$ cat src/rtl/dfm_pkg.sv
package dfm_pkg;

   typedef enum logic [2:0] {
      ST_IDLE_OFF  = 3'd0,
      ST_OFF_SENSE = 3'd1,
      ST_ON_RUN    = 3'd2,
      ST_ON_SENSE  = 3'd3,
      ST_REFRESH   = 3'd4
   } mon_state_t;

   typedef enum logic [1:0] {
      CNT_CLEAR = 2'd0,
      CNT_LOAD1 = 2'd1,
      CNT_STEP  = 2'd2
   } cnt_op_t;

endpackage

$ cat src/rtl/dfm_qual_counter.sv
module dfm_qual_counter
   import dfm_pkg::*;
#(
   parameter int WIDTH = 8
) (
   input  logic             clk,
   input  logic             rst_n,
   input  cnt_op_t          op,
   output logic [WIDTH-1:0] cnt_q
);

   localparam logic [WIDTH-1:0] CNT_MAX = {WIDTH{1'b1}};
   localparam logic [WIDTH-1:0] CNT_ONE = WIDTH'(1);

   always_ff @(posedge clk or negedge rst_n) begin
      if (!rst_n) begin
         cnt_q <= '0;
      end else begin
         unique case (op)
            CNT_CLEAR: cnt_q <= '0;
            CNT_LOAD1: cnt_q <= CNT_ONE;
            CNT_STEP:  if (cnt_q != CNT_MAX) cnt_q <= cnt_q + CNT_ONE;
            default:   cnt_q <= '0;
         endcase
      end
   end

endmodule

$ cat src/rtl/dfm_ctrl.sv
module dfm_ctrl
   import dfm_pkg::*;
#(
   parameter int SENSE_CYC   = 2800,
   parameter int OPEN_CYC    = 2800,
   parameter int REFRESH_CYC = 1640000,
   parameter int CW          = 21
) (
   input  logic          clk,
   input  logic          rst_n,
   input  logic          gate_req,
   input  logic          drain_high,
   input  logic [CW-1:0] cnt_q,
   output cnt_op_t       cnt_op,
   output logic          chop,
   output logic          fault
);

   localparam logic [CW-1:0] SENSE_LAST = CW'(SENSE_CYC - 1);
   localparam logic [CW-1:0] OPEN_LAST  = CW'(OPEN_CYC - 1);
   localparam logic [CW-1:0] REFR_LAST  = CW'(REFRESH_CYC - 1);

   mon_state_t st_q, st_d;
   logic       flt_q, flt_d;
   logic       rty_q, rty_d;

   logic cont_off, cont_on_lo, cont_on_hi;
   logic hit_open, hit_short, hit_window, hit_refr;

   // a run that continues counts on from cnt_q; a new run holds one sample
   assign cont_off   = (st_q == ST_OFF_SENSE);
   assign cont_on_lo = (st_q == ST_ON_RUN);
   assign cont_on_hi = (st_q == ST_ON_SENSE);

   assign hit_open   = cont_off   ? (cnt_q >= OPEN_LAST)  : (OPEN_CYC == 1);
   assign hit_short  = cont_on_hi ? (cnt_q >= SENSE_LAST) : (SENSE_CYC == 1);
   assign hit_window = cont_on_lo ? (cnt_q >= SENSE_LAST) : (SENSE_CYC == 1);
   assign hit_refr   = (cnt_q >= REFR_LAST);

   always_comb begin
      st_d   = st_q;
      flt_d  = flt_q;
      rty_d  = rty_q;
      cnt_op = CNT_CLEAR;
      if (!gate_req) begin
         rty_d = 1'b0;
         if (drain_high) begin
            st_d   = ST_IDLE_OFF;
            flt_d  = 1'b0;
            cnt_op = CNT_CLEAR;
         end else begin
            st_d   = ST_OFF_SENSE;
            flt_d  = hit_open | (cont_off & flt_q);
            cnt_op = cont_off ? CNT_STEP : CNT_LOAD1;
         end
      end else if (st_q == ST_REFRESH) begin
         cnt_op = CNT_STEP;
         if (hit_refr) begin
            st_d   = ST_ON_RUN;
            cnt_op = CNT_CLEAR;
         end
      end else if (drain_high) begin
         if (hit_short) begin
            st_d   = ST_REFRESH;
            flt_d  = 1'b1;
            rty_d  = 1'b1;
            cnt_op = CNT_CLEAR;
         end else begin
            st_d   = ST_ON_SENSE;
            flt_d  = rty_q ? flt_q : 1'b0;
            cnt_op = cont_on_hi ? CNT_STEP : CNT_LOAD1;
         end
      end else begin
         st_d   = ST_ON_RUN;
         cnt_op = cont_on_lo ? CNT_STEP : CNT_LOAD1;
         if (!rty_q) begin
            flt_d = 1'b0;
         end else if (hit_window) begin
            flt_d = 1'b0;
            rty_d = 1'b0;
         end
      end
   end

   always_ff @(posedge clk or negedge rst_n) begin
      if (!rst_n) begin
         st_q  <= ST_IDLE_OFF;
         flt_q <= 1'b0;
         rty_q <= 1'b0;
      end else begin
         st_q  <= st_d;
         flt_q <= flt_d;
         rty_q <= rty_d;
      end
   end

   assign chop  = (st_q == ST_REFRESH);
   assign fault = flt_q;

endmodule

$ cat src/rtl/drain_fault_monitor.sv
module drain_fault_monitor
   import dfm_pkg::*;
#(
   parameter int SENSE_CYC   = 2800,
   parameter int OPEN_CYC    = 2800,
   parameter int REFRESH_CYC = 1640000
) (
   input  logic clk,
   input  logic rst_n,
   input  logic gate_req,
   input  logic drain_high,
   output logic gate_drive,
   output logic chop,
   output logic fault
);

   localparam int MAX_AB = (SENSE_CYC > OPEN_CYC) ? SENSE_CYC : OPEN_CYC;
   localparam int MAX_C  = (MAX_AB > REFRESH_CYC) ? MAX_AB : REFRESH_CYC;
   localparam int CW     = (MAX_C < 2) ? 1 : $clog2(MAX_C + 1);

   initial begin
      if (SENSE_CYC < 1)   $fatal(1, "SENSE_CYC must be at least 1");
      if (OPEN_CYC < 1)    $fatal(1, "OPEN_CYC must be at least 1");
      if (REFRESH_CYC < 1) $fatal(1, "REFRESH_CYC must be at least 1");
   end

   cnt_op_t       cnt_op;
   logic [CW-1:0] cnt_q;
   logic          chop_i;

   dfm_qual_counter #(
      .WIDTH (CW)
   ) u_cnt (
      .clk   (clk),
      .rst_n (rst_n),
      .op    (cnt_op),
      .cnt_q (cnt_q)
   );

   dfm_ctrl #(
      .SENSE_CYC   (SENSE_CYC),
      .OPEN_CYC    (OPEN_CYC),
      .REFRESH_CYC (REFRESH_CYC),
      .CW          (CW)
   ) u_ctrl (
      .clk        (clk),
      .rst_n      (rst_n),
      .gate_req   (gate_req),
      .drain_high (drain_high),
      .cnt_q      (cnt_q),
      .cnt_op     (cnt_op),
      .chop       (chop_i),
      .fault      (fault)
   );

   assign chop       = chop_i;
   assign gate_drive = gate_req & ~chop_i;

endmodule

$ cat config.mk
export PLATFORM = sky130hd
export DESIGN_NAME = drain_fault_monitor
export DESIGN_NICKNAME = d
export VERILOG_FILES = /design/src/rtl/dfm_pkg.sv /design/src/rtl/dfm_qual_counter.sv /design/src/rtl/dfm_ctrl.sv /design/src/rtl/drain_fault_monitor.sv
export SDC_FILE = /design/constraint.sdc
export NUM_CORES = 1
export LEC_CHECK = 0
export BUFFER_PORTS_ARGS = -buffer_cell sky130_fd_sc_hd__buf_2
export CAP_MARGIN = 20
export CORE_MARGIN = 2
export CORE_UTILIZATION = 31
export DETAILED_ROUTE_END_ITERATION = 8
export SYNTH_ARGS = -nofsm -noshare
export SYNTH_HDL_FRONTEND = slang
export SYNTH_HIERARCHICAL = 1
export SYNTH_SLANG_ARGS = --single-unit
$ cat constraint.sdc
create_clock -name clk -period 8.1 [get_ports clk]
set_input_delay 1.62 -clock clk [delete_from_list [all_inputs] [get_ports clk]]
set_output_delay 1.62 -clock clk [all_outputs]
set_load 0.02 [all_outputs]
Yosys cells after proc, flatten, opt, wreduce, memory -nomap -nowiden
Index checks and enable logic that the tools add are counted.

Logic and storage cells: 60. Bits in registers: 26.

Equal/unequal tests: 13. Reduce and logical (&&, ||, !) cells: 2. Bitwise gates (word level): 4. $add $sub $neg: 1. Mux-type cells: 34. Magnitude comparators: 2.

Operator list (count): case mux 21 bit (2 select lines) (1); adder 21 x 1 -> 21 bit, second input constant (1); greater-or-equal comparator 21 x 12 -> 1 bit, second input constant (1); greater-or-equal comparator 21 bit, second input constant (1); 2-to-1 mux 21 bit (1); inequality test 21 bit, second input constant (1); 2-to-1 mux 1 bit (18); 2-to-1 mux 2 bit (9); 2-to-1 mux 3 bit (5); inequality test 4 bit, second input constant (2); == test 3 x 2 -> 1 bit, second input constant (2); inequality test 3 x 2 -> 1 bit, second input constant (2); == test 3 x 1 -> 1 bit, second input constant (1); == test 3 bit, second input constant (1); AND reduction 3 bit (1); AND 1 bit (2); == test 2 x 1 -> 1 bit, second input constant (1); == test 2 bit, second input constant (1); inequality test 2 x 1 -> 1 bit, second input constant (1); inequality test 2 bit, second input constant (1); AND reduction 2 bit (1); NOT 1 bit (1); bitwise OR 1 bit (1).

Logic depth before layout (Yosys ltp)
Depth after elaboration: 8. Gate-level depth with buffers: 13.

Cells and area by module
The synthesis kept the hierarchy.

Modules (own cells, without submodules): dfm_qual_counter (cells each 139, area each 1268.7 µm², instances 1, sequential area each 525.5 µm²); dfm_ctrl (cells each 60, area each 485.5 µm², instances 1, sequential area each 125.1 µm²); drain_fault_monitor (cells each 1, area each 13.8 µm², instances 1, sequential area each 0.0 µm²).

Worst setup path after synthesis
Ideal clock, no wire load.

Path type: input port to flip-flop. Start point: input port gate_req. End point: register u_cnt.cnt_q[0]. Arrival time: 3.769 ns. Stages on the path: 11. Path slack: 4.206 ns. Data required time: 7.975 ns. Buffers on the path: 3. Library setup time: 0.125 ns. Cells stage by stage: clkbuf_1 -> nor4b_1 -> nand2_1 -> o311ai_2 -> ha_1 -> nand2_1 -> or3_1 -> clkbuf_1 -> or2_1 -> buf_6 -> mux2_4.

Word-level cells in the longest chain between the ends: 3.

RTL lines: start: declaration (RTL line drain_fault_monitor.sv:10) `input logic gate_req,`; 2-to-1 mux 2 bit * (RTL line dfm_ctrl.sv:45) `if (!gate_req) begin`; via cnt_op[1] (RTL line drain_fault_monitor.sv:27) `cnt_op_t cnt_op;`; == test 2 bit or == test 2 x 1 -> 1 bit (tied branches) (RTL line dfm_qual_counter.sv:19) `unique case (op)`; case mux 21 bit (2 select lines) or inequality test 2 x 1 -> 1 bit (tied branches); end signal: assignment (RTL line dfm_qual_counter.sv:22) `CNT_STEP: if (cnt_q != CNT_MAX) cnt_q <= cnt_q + CNT_ONE;`; end: declaration (RTL line dfm_qual_counter.sv:9) `output logic [WIDTH-1:0] cnt_q`.

The timed path passes the listed nets; every way through them passes the cells marked *. A chain may end at the register's enable or synchronous reset.

Final worst setup path
Ends and elaborated chain as after synthesis.

==> results.py <==
metrics = {
    "global_routing": {
        "grt.overflow.total": 0,
        "grt.total_usage_pct": 13.7,
        "grt_pass1_wl_um": 6980,
        "antenna_found_initial": 0,
        "grt_pass1_vias": 1450,
        "grt_max_degree": 27,
    },
    "die": {
        "dieArea_um2": 6320,
        "die_h_um": 79.5,
        "die_width_um": 79.5,
        "core_um2": 5510,
        "num_io_pins": 7,
        "initial_utilization_pct": 32.1,
        "rows": 27,
    },
    "critical_path": {
        "reg2reg_depth": 9,
        "critPathMaxStageDelay_ns": 0.54,
        "end_kind": "flip-flop",
        "critPathLaunchType": "primary input",
        "r2r_start": "u_cnt/cnt_q[14]$_DFFE_PN0P_",
        "required_ns": 8.26,
        "critPathArrivalTime_ns": 4.20,
        "cp_cell_sequence": "buf_2 -> nor4b_1 -> nand2_1 -> o311ai_2 -> ha_1 -> nand2_1 -> or3_1 -> or2_1 -> mux2_4",
        "crit_path_max_fanout": 19,
        "slowest_stage": "or2_1",
        "r2r_end": "u_cnt/cnt_q[0]$_DFFE_PN0P_",
        "r2r_slack_ns": 4.26,
        "critPathMostFrequentCell": "nand2_1",
        "critPathKind": "in2reg",
    },
    "drt": {
        "postRouteAntennaNets": 0,
        "first_pass_iters": 4,
        "wl_um": 4060,
        "vias_per_cell": 5.75,
        "drt_iter0_drc": 181,
        "vias": 1587,
        "wl_per_cell_um": 14.7,
        "drc": 0,
    },
    "sta": {
        "fin_crit_ns": 4.03,
        "whs_ns": 0.531,
        "fmax_mhz": 248,
        "tns_ns": 0,
        "finalHoldViolations": 0,
        "setup_viol": 0,
        "drv_slew": 0,
        "fin_skew_ns": 0.00366,
        "tightest_slew_ns": 0.897,
        "post-route-period-util_pct": 49.8,
        "rsz0062_at_grt": "false",
        "slew_headroom_pct": 39.6,
    },
    "min_path": {
        "hold-path-cell-count": 2,
        "hp-class": "reg2reg",
        "hp-start": "u_ctrl/fault$_DFFE_PN0P_",
        "whs_endpoint": "u_ctrl/fault$_DFFE_PN0P_",
    },
    "yosys": {
        "ys_types": 49,
        "synth_cells": 200,
        "synth_area_leader_cell": "dfrtp_1",
        "ys_seq_elements": 26,
        "syn-num-nets": 207,
        "ys_top_cells_by_area": "dfrtp_1 37%, a32o_1 4.5%, nand2_1 4.2%",
        "synthFlopType": "dfrtp_1",
        "synth_area_um2": 1770,
        "synth_edf_count": 0,
        "yosysTopAreaCellShare_pct": 36.8,
        "async_flop_share_pct": 100,
        "synth.avg_cell_area_um2": 8.84,
        "ys_warn_count": 6,
        "seq_area_frac_synth_pct": 36.8,
    },
    "clock_tree": {
        "cts_buffer_depth": 2,
        "cts_hold_buf": 0,
        "cts-buffers-inserted": 3,
        "cts-root-buf": "clkbuf_8",
        "clock_latency_ns": 0.27,
        "cts_setup_buffers": 0,
        "tritoncts": "done",
        "cts_resized": 0,
        "path_clk_slew_ns": 0.09,
        "cts.sinks": 26,
        "htree_num_levels": 1,
    },
    "cells_and_area": {
        "final_cells": 276,
        "final_cell_mix": "26 x dfrtp_1, 20 x nand2_1, 12 x nand3_1, 12 x nor2_1, 11 x nor3_1",
        "n_antenna_cell": 0,
        "postLayoutCellArea_um2": 1920,
        "syn_to_final_growth_pct": 8.42,
        "num-nets-final": 212,
        "fillCellCount": 568,
        "drive_gt1_share_pct": 11.3,
        "final_common_cell": "dfrtp_1",
    },
    "placement": {
        "dpl_cell_area_um2": 1860,
        "dp_hpwl_um": 2860,
        "port_buffers": 6,
        "dp.cells": 272,
        "place.gp.congestion": 0.804,
    },
    "pwr": {
        "p_leak_nw": 0.785,
        "peakVddDrop_mv": 0.0739,
        "powerDensity_nw_per_um2": 125,
    },
    "job": {
        "maxCapViolations": 0,
    },
    "outcome": {
        "status": "complete, no violations",
    },
}
-- critical path, delay by kind of cell --
family	cells	cell delay (ns)
buffers and inverters	1	0.16
adders and majority gates	1	0.31
and+or+nand+nor	5	1.59
AOI/OAI and AO/OA	1	0.11
muxes	1	0.40
-- cells by family (layout without fill, tap and decap cells) --
logic type | after synthesis | count (layout) | synth area share [%]
fa+ha+maj | 3 | 3 | 2.12
flops | 26 | 26 | 36.8
simple gates | 94 | 94 | 30.4
compound gates | 53 | 53 | 22.6
xor+xnor | 3 | 3 | 1.49
buf+inv | 18 | 22 | 4.67
mux | 3 | 3 | 1.98
-- per-layer routing --
layer	vias up	GRT usage [%]	share of wire, %	wire length (µm)
met5	-	0	0	0
met4	0	3.62	1.1	43
met2	40	22.2	48	1940
met1	776	19.2	47	1920
li1	767	-	-	-
met3	4	1.70	3.8	153
-- state kept, by name, indices dropped and copies added, names as in the netlist --
register / cells
u_cnt/cnt_q: 21
u_ctrl/fault: 1
u_ctrl/st_q: 3
u_ctrl/rty_q: 1
-- worst max-delay path by stage --
stage             start                          to  slack (ns)  depth (start not counted)
2_1_floorplan  gate_req  u_cnt/cnt_q[0]$_DFFE_PN0P_        4.21                         11
3_3_place_gp   gate_req  u_cnt/cnt_q[0]$_DFFE_PN0P_        3.86                          9
3_5_place_dp   gate_req  u_cnt/cnt_q[0]$_DFFE_PN0P_        3.80                          9
4_1_cts        gate_req  u_cnt/cnt_q[0]$_DFFE_PN0P_        4.09                          9
5_1_grt        gate_req  u_cnt/cnt_q[0]$_DFFE_PN0P_        3.82                          9
6_report       gate_req  u_cnt/cnt_q[0]$_DFFE_PN0P_        4.07                          9
-- stage by stage --
step,power [W],worst slack (ns),utilization [%]
finish,0.000240,4.07,34.8
global route,0.000253,3.82,34.8
CTS,0.000243,4.09,34.8
detailed placement,0.000157,3.80,33.8
global placement,0.000157,3.86,33.6
floorplan,0.000150,4.21,-
-- Yosys cell counts, drive strengths merged, types with 7 or more instances --
library cell	instances
nand3	12
inv	10
o21ai	10
nand4	10
dfrtp	26
nor2b	7
nand2	20
nor2	12
a32o	8
nor3	11
-- cell type report --
type                    count  area [µm²]  area share (%)
clock buffers               4        55.1            2.87
inverters                  10        37.5            1.96
multi-input cells         156        1030            54.0
flip-flops and latches     26         651            33.9
well taps                  72        90.1            4.70
repair buffers              8        48.8            2.55
-- report_power, final --
part           switching [W]  leakage, nW  internal [W]  total [W]
clock network      0.0000422       0.0288     0.0000435  0.0000857
registers         0.00000238        0.358      0.000131   0.000134
logic              0.0000132        0.399    0.00000793  0.0000211
Power figures use the tool's default switching activity.
